[src/rtl/relay_pkg.sv]
package relay_pkg;
  localparam logic LVL_DOM = 1'b0;
  localparam logic LVL_REC = 1'b1;

  localparam int N_PATH = 4;
  localparam int N_BUS  = 2;

  // path index; receive paths follow bus order
  localparam int P_TXM = 0;
  localparam int P_TXA = 1;
  localparam int P_RXA = 2;
  localparam int P_RXB = 3;
endpackage

[src/rtl/dom_timeout.sv]
module dom_timeout #(
  parameter int LIMIT = 16
) (
  input  logic clk_i,
  input  logic rst_ni,
  input  logic lvl_i,
  output logic lvl_o
);
  import relay_pkg::*;

  localparam int TW = $clog2(LIMIT + 1);
  localparam logic [TW-1:0] LIM = TW'(LIMIT);

  logic [TW-1:0] cnt_q;
  logic          expired;

  assign expired = (cnt_q == LIM);

  always_ff @(posedge clk_i or negedge rst_ni) begin
    if (!rst_ni)                 cnt_q <= '0;
    else if (lvl_i == LVL_REC)   cnt_q <= '0;
    else if (!expired)           cnt_q <= cnt_q + 1'b1;
  end

  assign lvl_o = lvl_i | expired;

  p_rec_passes_r3: assert property (@(posedge clk_i) disable iff (!rst_ni)
    lvl_i |-> lvl_o);

  p_fresh_dom_r4: assert property (@(posedge clk_i) disable iff (!rst_ni)
    (!lvl_i && $past(lvl_i)) |-> !lvl_o);
endmodule

[src/rtl/echo_mask.sv]
module echo_mask #(
  parameter int HOLD = 4
) (
  input  logic clk_i,
  input  logic rst_ni,
  input  logic drv_i,
  output logic mask_o
);
  import relay_pkg::*;

  localparam int EW = $clog2(HOLD + 1);
  localparam logic [EW-1:0] HLD = EW'(HOLD);

  logic [EW-1:0] hold_q;

  always_ff @(posedge clk_i or negedge rst_ni) begin
    if (!rst_ni)                hold_q <= '0;
    else if (drv_i == LVL_DOM)  hold_q <= HLD;
    else if (hold_q != '0)      hold_q <= hold_q - 1'b1;
  end

  assign mask_o = (drv_i == LVL_DOM) || (hold_q != '0);

  p_mask_on_drive_r6: assert property (@(posedge clk_i) disable iff (!rst_ni)
    !drv_i |-> mask_o);

  p_mask_tail_r7: assert property (@(posedge clk_i) disable iff (!rst_ni)
    (drv_i && !$past(drv_i)) |-> mask_o);
endmodule

[src/rtl/dual_bus_relay.sv]
module dual_bus_relay #(
  parameter int CLK_HZ      = 200_000_000,
  parameter int TIMEOUT_CYC = CLK_HZ / 40,
  parameter int ECHO_CYC    = CLK_HZ / 250_000
) (
  input  logic clk_i,
  input  logic rst_ni,
  input  logic bus_a_rx_i,
  input  logic bus_b_rx_i,
  input  logic rx_a_en_ni,
  input  logic rx_b_en_ni,
  input  logic tx_main_i,
  input  logic tx_aux_i,
  output logic bus_a_drv_o,
  output logic bus_b_drv_o,
  output logic rxd_all_o,
  output logic rxd_bus_o
);
  import relay_pkg::*;

  logic [N_PATH-1:0] raw, timed;
  logic [N_BUS-1:0]  drv_q, drv_d, mask, rx_eff;
  logic              tx_any_rec;

  // disabled receiver reads recessive
  assign raw[P_TXM] = tx_main_i;
  assign raw[P_TXA] = tx_aux_i;
  assign raw[P_RXA] = bus_a_rx_i | rx_a_en_ni;
  assign raw[P_RXB] = bus_b_rx_i | rx_b_en_ni;

  for (genvar g = 0; g < N_PATH; g++) begin : g_to
    dom_timeout #(.LIMIT(TIMEOUT_CYC)) u_to (
      .clk_i (clk_i),
      .rst_ni(rst_ni),
      .lvl_i (raw[g]),
      .lvl_o (timed[g])
    );
  end

  // mask follows the registered drive, so no loop through the other bus
  for (genvar b = 0; b < N_BUS; b++) begin : g_bus
    echo_mask #(.HOLD(ECHO_CYC)) u_em (
      .clk_i (clk_i),
      .rst_ni(rst_ni),
      .drv_i (drv_q[b]),
      .mask_o(mask[b])
    );
    assign rx_eff[b] = timed[P_RXA + b] | mask[b];
  end

  assign tx_any_rec = timed[P_TXM] & timed[P_TXA];
  assign drv_d[0]   = tx_any_rec & rx_eff[1];
  assign drv_d[1]   = tx_any_rec & rx_eff[0];

  always_ff @(posedge clk_i or negedge rst_ni) begin
    if (!rst_ni) drv_q <= {N_BUS{LVL_REC}};
    else         drv_q <= drv_d;
  end

  assign bus_a_drv_o = drv_q[0];
  assign bus_b_drv_o = drv_q[1];
  assign rxd_bus_o   = timed[P_RXA] & timed[P_RXB];
  assign rxd_all_o   = rxd_bus_o & tx_any_rec;

  p_gate_a_r2: assert property (@(posedge clk_i) disable iff (!rst_ni)
    rx_a_en_ni |-> timed[P_RXA]);

  p_gate_b_r2: assert property (@(posedge clk_i) disable iff (!rst_ni)
    rx_b_en_ni |-> timed[P_RXB]);

  p_fwd_ba_r5: assert property (@(posedge clk_i) disable iff (!rst_ni)
    !rx_eff[1] |=> !bus_a_drv_o);

  p_fwd_ab_r5: assert property (@(posedge clk_i) disable iff (!rst_ni)
    !rx_eff[0] |=> !bus_b_drv_o);

  p_tx_both_r5: assert property (@(posedge clk_i) disable iff (!rst_ni)
    !tx_any_rec |=> (!bus_a_drv_o && !bus_b_drv_o));

  p_no_echo_a_r6: assert property (@(posedge clk_i) disable iff (!rst_ni)
    !bus_a_drv_o |-> rx_eff[0]);

  p_rx_and_r8: assert property (@(posedge clk_i) disable iff (!rst_ni)
    !rxd_bus_o |-> !rxd_all_o);
endmodule

[config.mk]
export PLATFORM = sky130hd
export DESIGN_NAME = dual_bus_relay
export DESIGN_NICKNAME = d
export VERILOG_FILES = /design/src/rtl/relay_pkg.sv /design/src/rtl/dom_timeout.sv /design/src/rtl/echo_mask.sv /design/src/rtl/dual_bus_relay.sv
export SDC_FILE = /design/constraint.sdc
export NUM_CORES = 1
export LEC_CHECK = 0
export BUFFER_PORTS_ARGS = -buffer_cell sky130_fd_sc_hd__buf_4
export CORE_ASPECT_RATIO = 2
export CORE_MARGIN = 2
export CORE_UTILIZATION = 55
export DETAILED_ROUTE_END_ITERATION = 16
export GPL_TIMING_DRIVEN = 0
export PLACE_DENSITY = 0.73
export SLEW_MARGIN = 20
export SYNTH_ARGS = -nofsm -noshare
export SYNTH_HDL_FRONTEND = slang
export SYNTH_SLANG_ARGS = --single-unit
export TNS_END_PERCENT = 20
[constraint.sdc]
create_clock -name clk_i -period 3.99 [get_ports clk_i]
set_input_delay 0.5985 -clock clk_i [delete_from_list [all_inputs] [get_ports clk_i]]
set_output_delay 0.5985 -clock clk_i [all_outputs]
set_load 0.01 [all_outputs]
# Word level (Yosys, flattened, before mapping)
# Cells that the tools add are included.
[word_totals]
input_bits = 8
register_bits = 114
elab_cells = 54
output_inout_bits = 4
[classes]
reduce_logical = 4
addsub = 6
bitwise_logic = 15
n_eq_ne = 10
mux = 12
[ops]
columns = ["operator", "n"]
rows = [
  ["23-bit 2-to-1 mux", 8],
  ["23-bit by 1-bit adder with 23-bit output, second input constant", 4],
  ["23-bit equality test, second input constant", 4],
  ["10-bit 2-to-1 mux", 4],
  ["10-bit nonzero test", 2],
  ["10-bit by 1-bit subtractor with 10-bit output, second input constant", 2],
  ["2-bit by 1-bit != test with 1-bit output, second input constant", 4],
  ["1-bit bitwise OR", 8],
  ["1-bit AND", 5],
  ["2-bit != test, second input constant", 2],
  ["1-bit logical OR", 2],
  ["1-bit NOT", 2],
]

# Logic depth before layout (Yosys ltp)
# Gate-level depths: netlist of run 1.
[depth]
depth_word = 4
depth_mapped = 7

# By module
# Synthesis of run 1 repeated with hierarchy kept, for this count alone.
[hier_totals]
hier_cells = 682
hier_area_um2 = 6373.6
[by_module_without_submodules]
columns = ["module", "area_each_um2", "seq_area_each_um2", "n_inst", "cells_per_inst"]
rows = [
  ["dom_timeout", 1270.0, 575.6, 4, 138],
  ["echo_mask", 596.8, 250.2, 2, 61],
  ["dual_bus_relay", 100.1, 52.6, 1, 8],
]

# Least setup slack after synthesis of run 1
# No wires, ideal clock.
[synth_path]
path_kind = "register -> output"
from = "register g_to[3].u_to.cnt_q[0]"
to = "output port rxd_all_o"
arrival_ps = 1699
stages_incl_launch_ff = 7
path_slack_ps = 1693
required_ps = 3391
path_cell_list = "dfrtp_1 -> inv_1 -> ha_1 -> nor4bb_1 -> and4_1 -> a21oi_1 -> nor4_1"
[synth_via]
elab_chain_len = 4
[synth_rtl]
columns = ["element", "line", "source"]
rows = [
  ["start: declaration", "dom_timeout.sv:14", "logic [TW-1:0] cnt_q;"],
  ["start signal: assignment", "dom_timeout.sv:22", "else if (!expired) cnt_q <= cnt_q + 1'b1;"],
  ["23-bit equality test", "dom_timeout.sv:17", "assign expired = (cnt_q == LIM);"],
  ["1-bit bitwise OR", "dom_timeout.sv:25", "assign lvl_o = lvl_i | expired;"],
  ["1-bit AND", "dual_bus_relay.sv:62", "assign rxd_bus_o = timed[P_RXA] & timed[P_RXB];"],
  ["1-bit AND", "dual_bus_relay.sv:63", "assign rxd_all_o = rxd_bus_o & tx_any_rec;"],
  ["end: declaration", "dual_bus_relay.sv:16", "output logic rxd_all_o,"],
]
# No other way between the ends.

# Worst setup path in the final report of run 1
[layout_path]
from = "register g_to[0].u_to.cnt_q[0]"
to = "output port rxd_all_o"
[layout_via]
elab_chain_len = 4
[layout_rtl]
columns = ["element", "line", "source"]
rows = [
  ["start: declaration", "dom_timeout.sv:14", ""],
  ["start signal: assignment", "dom_timeout.sv:22", ""],
  ["23-bit equality test", "dom_timeout.sv:17", ""],
  ["1-bit bitwise OR", "dom_timeout.sv:25", ""],
  ["1-bit AND", "dual_bus_relay.sv:51", "assign tx_any_rec = timed[P_TXM] & timed[P_TXA];"],
  ["1-bit AND", "dual_bus_relay.sv:63", ""],
]
# No other way between the ends.

==> summary.txt, run 1 <==
Status - completed
Startpoint types - flop
Cts hold-fix bufs - 0
Final Net Count - 707
Most common library cells after synthesis - 112 x dfrtp_1, 61 x nor2_1, 50 x a21oi_1
Slew of the pin with the lowest slew margin - 912 ps
1st-pass router iterations - 4
Crit path DAT - 2450 ps
Synth top area share - 45.2%
Placer Congestion - 0.839
Syn_area_per_cell - 9.38 sq um
Max incr delay on CP - 410 ps
Worst clock skew - 8.44 ps
Post-DP Area - 6450 sq um
# Max-Cap Violations - 0
Sequential area share after synthesis - 46.1%
Final Slew Violations - 0
Die ar. - 12200 sq um
Post CTS Setup Buffer Count - 0
Worst IR drop on VDD - 0.342 mV
Final Cycle Share - 76.4%
PnR worst setup slack - 940 ps
Routed Antenna Nets - 0
Die W - 79.1 um
Synth Area in Compound Gates - 12.2%
Sw frac - 21.7%
CTS tree - yes
DPL Wire Length - 9.77 mm
P_sw - 640 uW
CP Buf/Inv Count - 2
Crit path max-delay family - simple AND/OR/NAND/NOR gates
Setup TNS - 0 ps
Comb pwr share - 4.8%
H-tree level count - 4
Post-Synth Adder-Cell Area - 2.02%
Fraction of registers with async set/reset - 100%
Critical-path cell list - inv_1 -> ha_1 -> nor4bb_1 -> and4_1 -> a21oi_1 -> nor4_1 -> buf_4
Clk buf depth - 2
Post-Syn Instances - 661
Pwr dens - 417 nW/um^2
Vias in the first global route - 5467
Period minus WS final - 3050 ps
DRC Markers - 0
First DRT Iteration DRCs - 283
Total gr overflow - 0
Buffers added on ports - 9
Relative slew margins - 38.6%
Row count - 54
Fmax - 328 MHz
Clk network pwr share - 54.6%
Avg WL per Cell - 16.8 um
CTS root buf - clkbuf_16
Worst-path fanout max - 4
RSZ-0062 raised after global routing - no
Net Count, Synth - 679
Fin. Hold Viols - 0
Die Y-Extent - 154 um
GRT Util Overall - 25.0%
N_diodes - 0
Post-Syn Area - 6200 sq um
Leading area contributor after synthesis - dfrtp_1
Routed vias - 5216
Initial Utilization - 56.6%
WP data required - 3390 ps
Slowest CP cell - dfrtp_1
Clk_lat worst skew - 410 ps
Layout cells sized above 1 - 8.55%
Num CTS Buffers - 17
Final hold slack - 283 ps
Synth Area in Simple Gates - 28.5%
Largest family of logic cells by synthesized area - simple AND/OR/NAND/NOR gates
Cts repair resizes - 0
Global-route wire length before repair - 24.4 mm
Post-synthesis mux area share - 1.35%
# clock sinks - 114
Initial antenna violation count - 0
Flop pwr share - 40.6%
Setup CP Type - flop to output port
Dpl ws - 1390 ps
Top post-synthesis cells by area - dfrtp_1 45%, xor2_1 4.5%, a21oi_1 4.0%
Leakage power total - 0.00284 uW
Synthesis-stage register bit count - 114
XOR/XNOR Fraction of Synth Area - 6.64%
I/O pins - 12
Area grow syn2layout - 14.2%
Clock Pin Slew Worst Setup and Hold Paths - 60 ps
Core area - 10900 sq um
Worst Hold Class - input port to asynchronous set/reset pin
Synth unique cells - 52
Largest net degree at the start of global routing - 115
Number of synthesized flops with an enable pin - 0
Post-route cell area - 7080 sq um
Count leader, synth - dfrtp_1
Via density - 6.19
Ys flop type - dfrtp_1
Synth Warn # - 0
WL final - 14.2 mm
CP endpoint kind - output port
Internal - 2310 uW
Fill cells - 916
Setup violators final - 0
-- power groups by stage --
stage               sequential, uW  combinational, uW  clock (uW)
floorplan                     1210               86.1           0
global placement              1220                138           0
detailed placement            1220                143           0
CTS                           1200                144        1640
global route                  1200                161        1690
finish                        1200                142        1610
-- worst reg2reg max path: cells and delay by family, from the launching register on --
family	cells	cell delay [ps]
AND/OR/NAND/NOR	3	1100
AO/OA/AOI/OAI	1	180
buffers and inverters	1	150
adder cells (fa/ha/maj)	1	280
flip-flops	1	450
-- registers in the layout (all words and copies together) (netlist names) --
register,count
drv_q,2
g_bus.u_em.hold_q,20
g_to.u_to.cnt_q,92
-- layout make-up --
type | count | area (sq um) | area share [%]
plain buffers | 24 | 110 | 1.56
clock buffers | 22 | 474 | 6.70
multi-input cells | 499 | 3140 | 44.4
clock inverters | 10 | 155 | 2.19
inverters | 24 | 90.1 | 1.27
well taps | 140 | 175 | 2.47
flip-flops and latches | 114 | 2860 | 40.3
repair buffers | 9 | 73.8 | 1.04
-- layout by cell type (no fill, tap or decap), types with 3 or more instances in the layout --
cell type	n
buf_2	4
or3_1	19
mux2_2	3
ha_1	10
nor2_1	61
nor4bb_1	4
a211oi_1	4
clkbuf_16	17
or2_2	3
inv_1	23
o41ai_1	3
nand4_1	23
o21ai_0	24
nor3_1	14
nor4b_1	11
mux2i_1	5
clkinv_2	4
and2_1	8
dfrtp_1	112
xor2_1	32
clkbuf_8	4
clkbuf_1	20
xnor2_1	15
a21oi_1	50
nand3_1	41
and3_1	10
nor4_1	14
or4_1	27
buf_4	8
nand2b_1	3
bufinv_16	4
a41o_1	4
nor2b_1	8
and4_1	11
nand2_1	43
a31oi_1	5
o31ai_1	21
-- layer usage --
layer / GRT usage (%) / part of all wire, % / up-vias
met5: 0 / 0 / -
met4: 10.4 / 1.7 / 0
met3: 5.40 / 2.2 / 19
met2: 47.4 / 58 / 86
met1: 25.7 / 38 / 2598
li1: - / - / 2513
-- path summary, 6_finish.rpt --
path / start / end / slack [ps] / cells past startpoint
worst min-delay path: rst_ni / g_to[0].u_to.cnt_q[18] / 280 / 1
worst max register to register: g_to[2].u_to.cnt_q[1] / g_to[2].u_to.cnt_q[22] / 1750 / 6
max in group asynchronous: rst_ni / g_bus[0].u_em.hold_q[5] / 3060 / 1
worst max-delay path: g_to[0].u_to.cnt_q[0] / rxd_all_o / 940 / 7
worst min register to register: drv_q[0] / g_bus[0].u_em.hold_q[8] / 480 / 1
min in group clk_i: bus_a_rx_i / g_to[2].u_to.cnt_q[2] / 460 / 4
-- metrics by stage --
| step | power, uW | util (%) | std cells |
|---|---|---|---|
| final | 2950 | 64.7 | 842 |
| after floorplan | 1300 | - | 661 |
| after detailed placement | 1360 | 58.9 | 810 |
| after global routing | 3050 | 64.7 | 842 |
| after CTS | 2980 | 64.6 | 842 |
| after global placement | 1350 | 58.9 | 810 |
-- cells by family (layout without fill, tap and decap cells) --
group / count (synthesis) / after routing
mux: 8 / 8
xor+xnor: 47 / 47
fa+ha+maj: 10 / 10
flops: 114 / 114
buf+inv: 48 / 89
compound gates: 123 / 123
simple gates: 311 / 311
Note: power is estimated with default switching activity, not from simulation.
==> run 2, diff against run 1 <==
--- a/config.mk
+++ b/config.mk
@@ -11,7 +11,7 @@
 export CORE_UTILIZATION = 55
 export DETAILED_ROUTE_END_ITERATION = 16
 export GPL_TIMING_DRIVEN = 0
-export PLACE_DENSITY = 0.73
+export PLACE_DENSITY = 0.76
 export SLEW_MARGIN = 20
 export SYNTH_ARGS = -nofsm -noshare
 export SYNTH_HDL_FRONTEND = slang
==> constraint.sdc (replaced) <==
create_clock -name clk_i -period 2.7 [get_ports clk_i]
set_input_delay 0.405 -clock clk_i [delete_from_list [all_inputs] [get_ports clk_i]]
set_output_delay 0.405 -clock clk_i [all_outputs]
set_load 0.01 [all_outputs]
==> run 2 against run 1 <==
Non-clock buffer count rose by 7; global-route usage is 0.21 points higher; final cell count increased by 0.83%; critical path type unchanged; largest cell class unchanged.
==> summary.txt, run 2 (synthesis gave the netlist of run 1 again) <==
Die W - 79.1 um
Power, Total - 4430 uW
Row count - 54
CTS tree - yes
Clk buf depth - 2
Num CTS Buffers - 17
Layout cells sized above 1 - 11.8%
Vias in the first global route - 5348
Post-DP Area - 6470 sq um
DRC Markers - 0
CP endpoint kind - output port
H-tree level count - 4
Avg WL per Cell - 17.3 um
PnR worst setup slack - 77.9 ps
Clk_lat worst skew - 420 ps
Worst-path fanout max - 8
Fill cells - 847
Initial antenna violation count - 0
Clock Pin Slew Worst Setup and Hold Paths - 60 ps
Final Cycle Share - 97.1%
1st-pass router iterations - 6
Fin. Hold Viols - 0
Commonest non-fill, non-tap cell in the layout - dfrtp_1
N_diodes - 0
Final Slew Violations - 0
Core area - 10900 sq um
Die ar. - 12200 sq um
Die Y-Extent - 154 um
Worst IR drop on VDD - 0.478 mV
Reg with most FFs - g_to.u_to.cnt_q
Global-route wire length before repair - 24.6 mm
Area grow syn2layout - 17.7%
Largest registers - g_to.u_to.cnt_q: 92 flops, g_bus.u_em.hold_q: 20 flops, drv_q: 2 flops
R2R Setup Slk - 540 ps
# Max-Cap Violations - 0
Via density - 6.32
GRT Util Overall - 25.2%
Largest net degree at the start of global routing - 59
Slew of the pin with the lowest slew margin - 925 ps
Setup CP Type - flop to output port
Final hold slack - 276 ps
Relative slew margins - 37.8%
WP data required - 2300 ps
Routed vias - 5363
Dpl ws - 270 ps
Startpoint types - flop
Crit path DAT - 2220 ps
Initial Utilization - 56.6%
# clock sinks - 114
Worst Hold Class - input port to flop
Placer Congestion - 0.863
First DRT Iteration DRCs - 301
Post-route cell area - 7300 sq um
Pwr dens - 608 nW/um^2
Fmax - 381 MHz
Setup violators final - 0
Status - completed
Period minus WS final - 2620 ps
WL final - 14.7 mm
DPL Wire Length - 9.94 mm
Commonest non-fill, non-tap cells in the layout - 111 x dfrtp_1, 61 x nor2_1, 49 x a21oi_1, 43 x nand2_1, 41 x nand3_1
I/O pins - 12
Leakage power total - 0.00291 uW
Setup TNS - 0 ps
Buffers added on ports - 9
Max FFs per register - 92
CTS root buf - clkbuf_16
Routed Antenna Nets - 0
Worst clock skew - 9.49 ps
Total gr overflow - 0
Final Net Count - 714
[run 2: cell types whose count changed in the layout (fill, tap and decap cells not counted), sizes merged]
cell	before	now
dlygate4sd3	0	1
buf	14	21
clkbuf	41	39
bufinv	4	5
[run 2: critical path: stages (launching register included)]
cell     delay [ps]
dfrtp_1         490
nor4b_4         440
and4_4          300
a21oi_1         120
nor4_2          270
buf_4           180
[run 2: power breakdown]
part | internal, uW | switching (uW)
combinational | 82.0 | 141
sequential | 1740 | 32.7
clock | 1650 | 786
total | 3470 | 959
[run 2: metal layers]
layer / share of wire [%] / global-route usage [%]
met4: 2.6 / 12.3
met5: 0 / 0
met2: 57 / 46.6
met1: 38 / 26.9
met3: 2.1 / 4.34
[run 2: final timing paths]
kind | from | endpoint | depth (start not counted)
setup reg to reg | g_to[2].u_to.cnt_q[1] | g_to[2].u_to.cnt_q[22] | 6
hold / removal | bus_a_rx_i | g_to[2].u_to.cnt_q[2] | 3
max in group asynchronous | rst_ni | g_to[2].u_to.cnt_q[0] | 3
min in group asynchronous | rst_ni | g_to[0].u_to.cnt_q[16] | 2
hold reg to reg | drv_q[0] | g_bus[0].u_em.hold_q[5] | 1
setup / recovery | g_to[1].u_to.cnt_q[16] | rxd_all_o | 5
[run 2: cell type report]
class                           instances  area, sq um  area share, %
Clock inverter                         11          185           2.54
Clock buffer                           21          450           6.17
Tap cell                              140          175           2.40
Sequential cell                       114         2860           39.2
Timing Repair Buffer                   16          146           2.01
Multi-Input combinational cell        499         3280           45.0
Buffer                                 24          110           1.51
Inverter                               24         90.1           1.23
[run 2: repair_timing]
item                                    in CTS  in global routing
cloned                                       0                  0
pin swaps                                    3                  6
buffers inserted                             5                  0
endpoints found under the setup margin       2                  1
hold buffers                                 1                  0
gates resized for setup                     11                 12
endpoints found under the hold margin       54                  0
[run 2: through the flow]
step	instances	utilization, %
6_report	849	66.7
5_1_grt	849	66.7
4_1_cts	849	66.0
3_5_place_dp	811	59.1
3_3_place_gp	810	58.9
2_1_floorplan	661	-
==> run 3, diff against run 2 <==
--- a/config.mk
+++ b/config.mk
@@ -5,13 +5,14 @@
 export SDC_FILE = /design/constraint.sdc
 export NUM_CORES = 1
 export LEC_CHECK = 0
+export ABC_AREA = 1
 export BUFFER_PORTS_ARGS = -buffer_cell sky130_fd_sc_hd__buf_4
 export CORE_ASPECT_RATIO = 2
 export CORE_MARGIN = 2
-export CORE_UTILIZATION = 55
+export CORE_UTILIZATION = 49
 export DETAILED_ROUTE_END_ITERATION = 16
 export GPL_TIMING_DRIVEN = 0
-export PLACE_DENSITY = 0.76
+export PLACE_DENSITY = 0.69
 export SLEW_MARGIN = 20
 export SYNTH_ARGS = -nofsm -noshare
 export SYNTH_HDL_FRONTEND = slang
==> run 3 against run 2 <==
First-iteration DRC count decreased by 0.33%; critical path depth increased by 4; setup slack improved by 200 ps; global-route usage decreased by 1.6 points; largest power group unchanged; synthesized cell count increased by 50%; design area increased by 8.0%; wire length increased by 9.9%; clock power increased by 3%; combinational power about the same; final cell count increased by 45%; synthesized area increased by 11%; total power increased by 1.6%.
==> summary.txt, run 3 <==
RSZ-0062 raised after global routing - no
Synthesis-stage register bit count - 114
Core area - 13800 sq um
Clk_lat worst skew - 420 ps
Startpoint types - flop
Routed vias - 6310
Clock Pin Slew Worst Setup and Hold Paths - 60 ps
Slowest CP cell - dfrtp_1
Post-Syn Instances - 994
Leading area contributor after synthesis - dfrtp_1
CP Buf/Inv Count - 2
Crit path max-delay family - simple AND/OR/NAND/NOR gates
H-tree level count - 4
# Max-Cap Violations - 0
WL final - 16.1 mm
Period minus WS final - 2430 ps
1st-pass router iterations - 5
Count leader, synth - nand2_1
Status - completed
Worst IR drop on VDD - 0.441 mV
Sequential area share after synthesis - 41.6%
Syn_area_per_cell - 6.90 sq um
Initial antenna violation count - 0
I/O pins - 12
Number of synthesized flops with an enable pin - 0
Die Y-Extent - 171 um
Final Cycle Share - 89.9%
Crit path DAT - 2020 ps
Synth unique cells - 38
Setup CP Type - flop to output port
Post CTS Setup Buffer Count - 0
Setup TNS - 0 ps
Leakage power total - 0.00348 uW
Cts repair resizes - 0
Critical-path cell list - inv_1 -> nor2_1 -> nand2_1 -> nor2_1 -> nand3_1 -> nand2_1 -> nand2_1 -> nor2_1 -> buf_4
First DRT Iteration DRCs - 300
Pwr dens - 572 nW/um^2
Power, Total - 4500 uW
Top post-synthesis cells by area - dfrtp_1 41%, nand2_1 13%, nor2_1 12%
Worst-path fanout max - 5
Relative slew margins - 66.1%
Post-DP Area - 7210 sq um
Vias in the first global route - 6186
Global-route wire length before repair - 27.7 mm
Fraction of registers with async set/reset - 100%
Largest net degree at the start of global routing - 70
Area grow syn2layout - 14.9%
CTS root buf - clkbuf_16
# clock sinks - 114
Post-Syn Area - 6860 sq um
Slew of the pin with the lowest slew margin - 509 ps
Avg WL per Cell - 13.1 um
WP data required - 2300 ps
CP endpoint kind - output port
Routed Antenna Nets - 0
CTS tree - yes
Num CTS Buffers - 17
Fmax - 412 MHz
Reg with most FFs - g_to.u_to.cnt_q
N_diodes - 0
Most common library cells after synthesis - 240 x nand2_1, 218 x nor2_1, 120 x inv_1
GRT Util Overall - 23.6%
Ys flop type - dfrtp_1
Placer Congestion - 0.958
Setup violators final - 0
Synth top area share - 40.9%
Fin. Hold Viols - 0
DPL Wire Length - 12.0 mm
Layout cells sized above 1 - 8.85%
Commonest non-fill, non-tap cell in the layout - nand2_1
Synth Warn # - 0
Die W - 87.7 um
Total gr overflow - 0
Clk buf depth - 2
Max incr delay on CP - 410 ps
Via density - 5.14
Die ar. - 15000 sq um
Net Count, Synth - 1012
DRC Markers - 0
Final Slew Violations - 0
Buffers added on ports - 11
Initial Utilization - 49.6%
Max FFs per register - 92
Post-route cell area - 7880 sq um
Row count - 61
Worst clock skew - 10.4 ps
Fill cells - 1289
Commonest non-fill, non-tap cells in the layout - 240 x nand2_1, 218 x nor2_1, 120 x inv_1, 112 x dfrtp_1, 75 x nand3_1
Largest registers - g_to.u_to.cnt_q: 92 flops, g_bus.u_em.hold_q: 20 flops, drv_q: 2 flops
Worst Hold Class - input port to flop
Final Net Count - 1044
==> run 3: final timing paths <==
kind,startpoint,to,slack (ps),depth (start not counted)
max,g_to[3].u_to.cnt_q[14],rxd_all_o,270,9
min,tx_main_i,g_to[0].u_to.cnt_q[7],180,2
max reg2reg,g_to[0].u_to.cnt_q[0],g_to[0].u_to.cnt_q[20],1030,8
min reg2reg,drv_q[1],g_bus[1].u_em.hold_q[9],530,1
max in group asynchronous,rst_ni,drv_q[1],1480,3
min in group asynchronous,rst_ni,g_to[0].u_to.cnt_q[9],470,2
==> run 3: cell families (layout without fill, tap and decap cells) <==
family | after synthesis | in the layout | share of synthesized area (%)
simple gates | 624 | 624 | 39.8
buf+inv | 135 | 180 | 7.43
flops | 114 | 114 | 41.6
compound gates | 100 | 100 | 7.92
xor+xnor | 11 | 11 | 1.40
fa+ha+maj | 10 | 10 | 1.82
==> run 3: stage by stage <==
step / std cells / setup slack, ps / utilization, % / hold WS (ps)
floorplan: 994 / 1050 / - / 109
detailed placement: 1195 / 646 / 52.2 / 368
finish: 1228 / 274 / 57.0 / 179
global placement: 1194 / 624 / 52.0 / 509
global route: 1228 / 77.9 / 57.0 / 176
CTS: 1228 / 201 / 57.0 / 171
==> run 3: where the power goes <==
group / leakage, uW / switching, uW / internal, uW
sequential: 0.00154 / 30.5 / 1740
combinational: 0.00163 / 148 / 75.3
clock: 0.000309 / 823 / 1690
total: 0.00348 / 1000 / 3500
==> run 3: cell type report <==
class                      count  area (sq um)  share of cell area (%)
buffer                        10          40.0                   0.508
clock buffer                  20           457                    5.80
clock inverter                12           203                    2.57
inverter                     125           469                    5.96
multi-input combinational    745          3490                    44.3
sequential                   114          2860                    36.2
tap                          189           236                    3.00
timing repair buffer          13           124                    1.57
==> run 3: what timing repair did <==
action,CTS,global route
endpoints found under the setup margin,0,0
hold endpoints to repair,45,0
hold buffers,1,0
==> run 3: routing by layer <==
layer | global-route usage [%] | vias to the layer above | share of wire (%)
li1 | - | 3226 | -
met1 | 23.3 | 2938 | 37
met2 | 44.9 | 100 | 57
met3 | 4.37 | 46 | 2.1
met4 | 12.1 | 0 | 3.8
met5 | 0 | - | 0
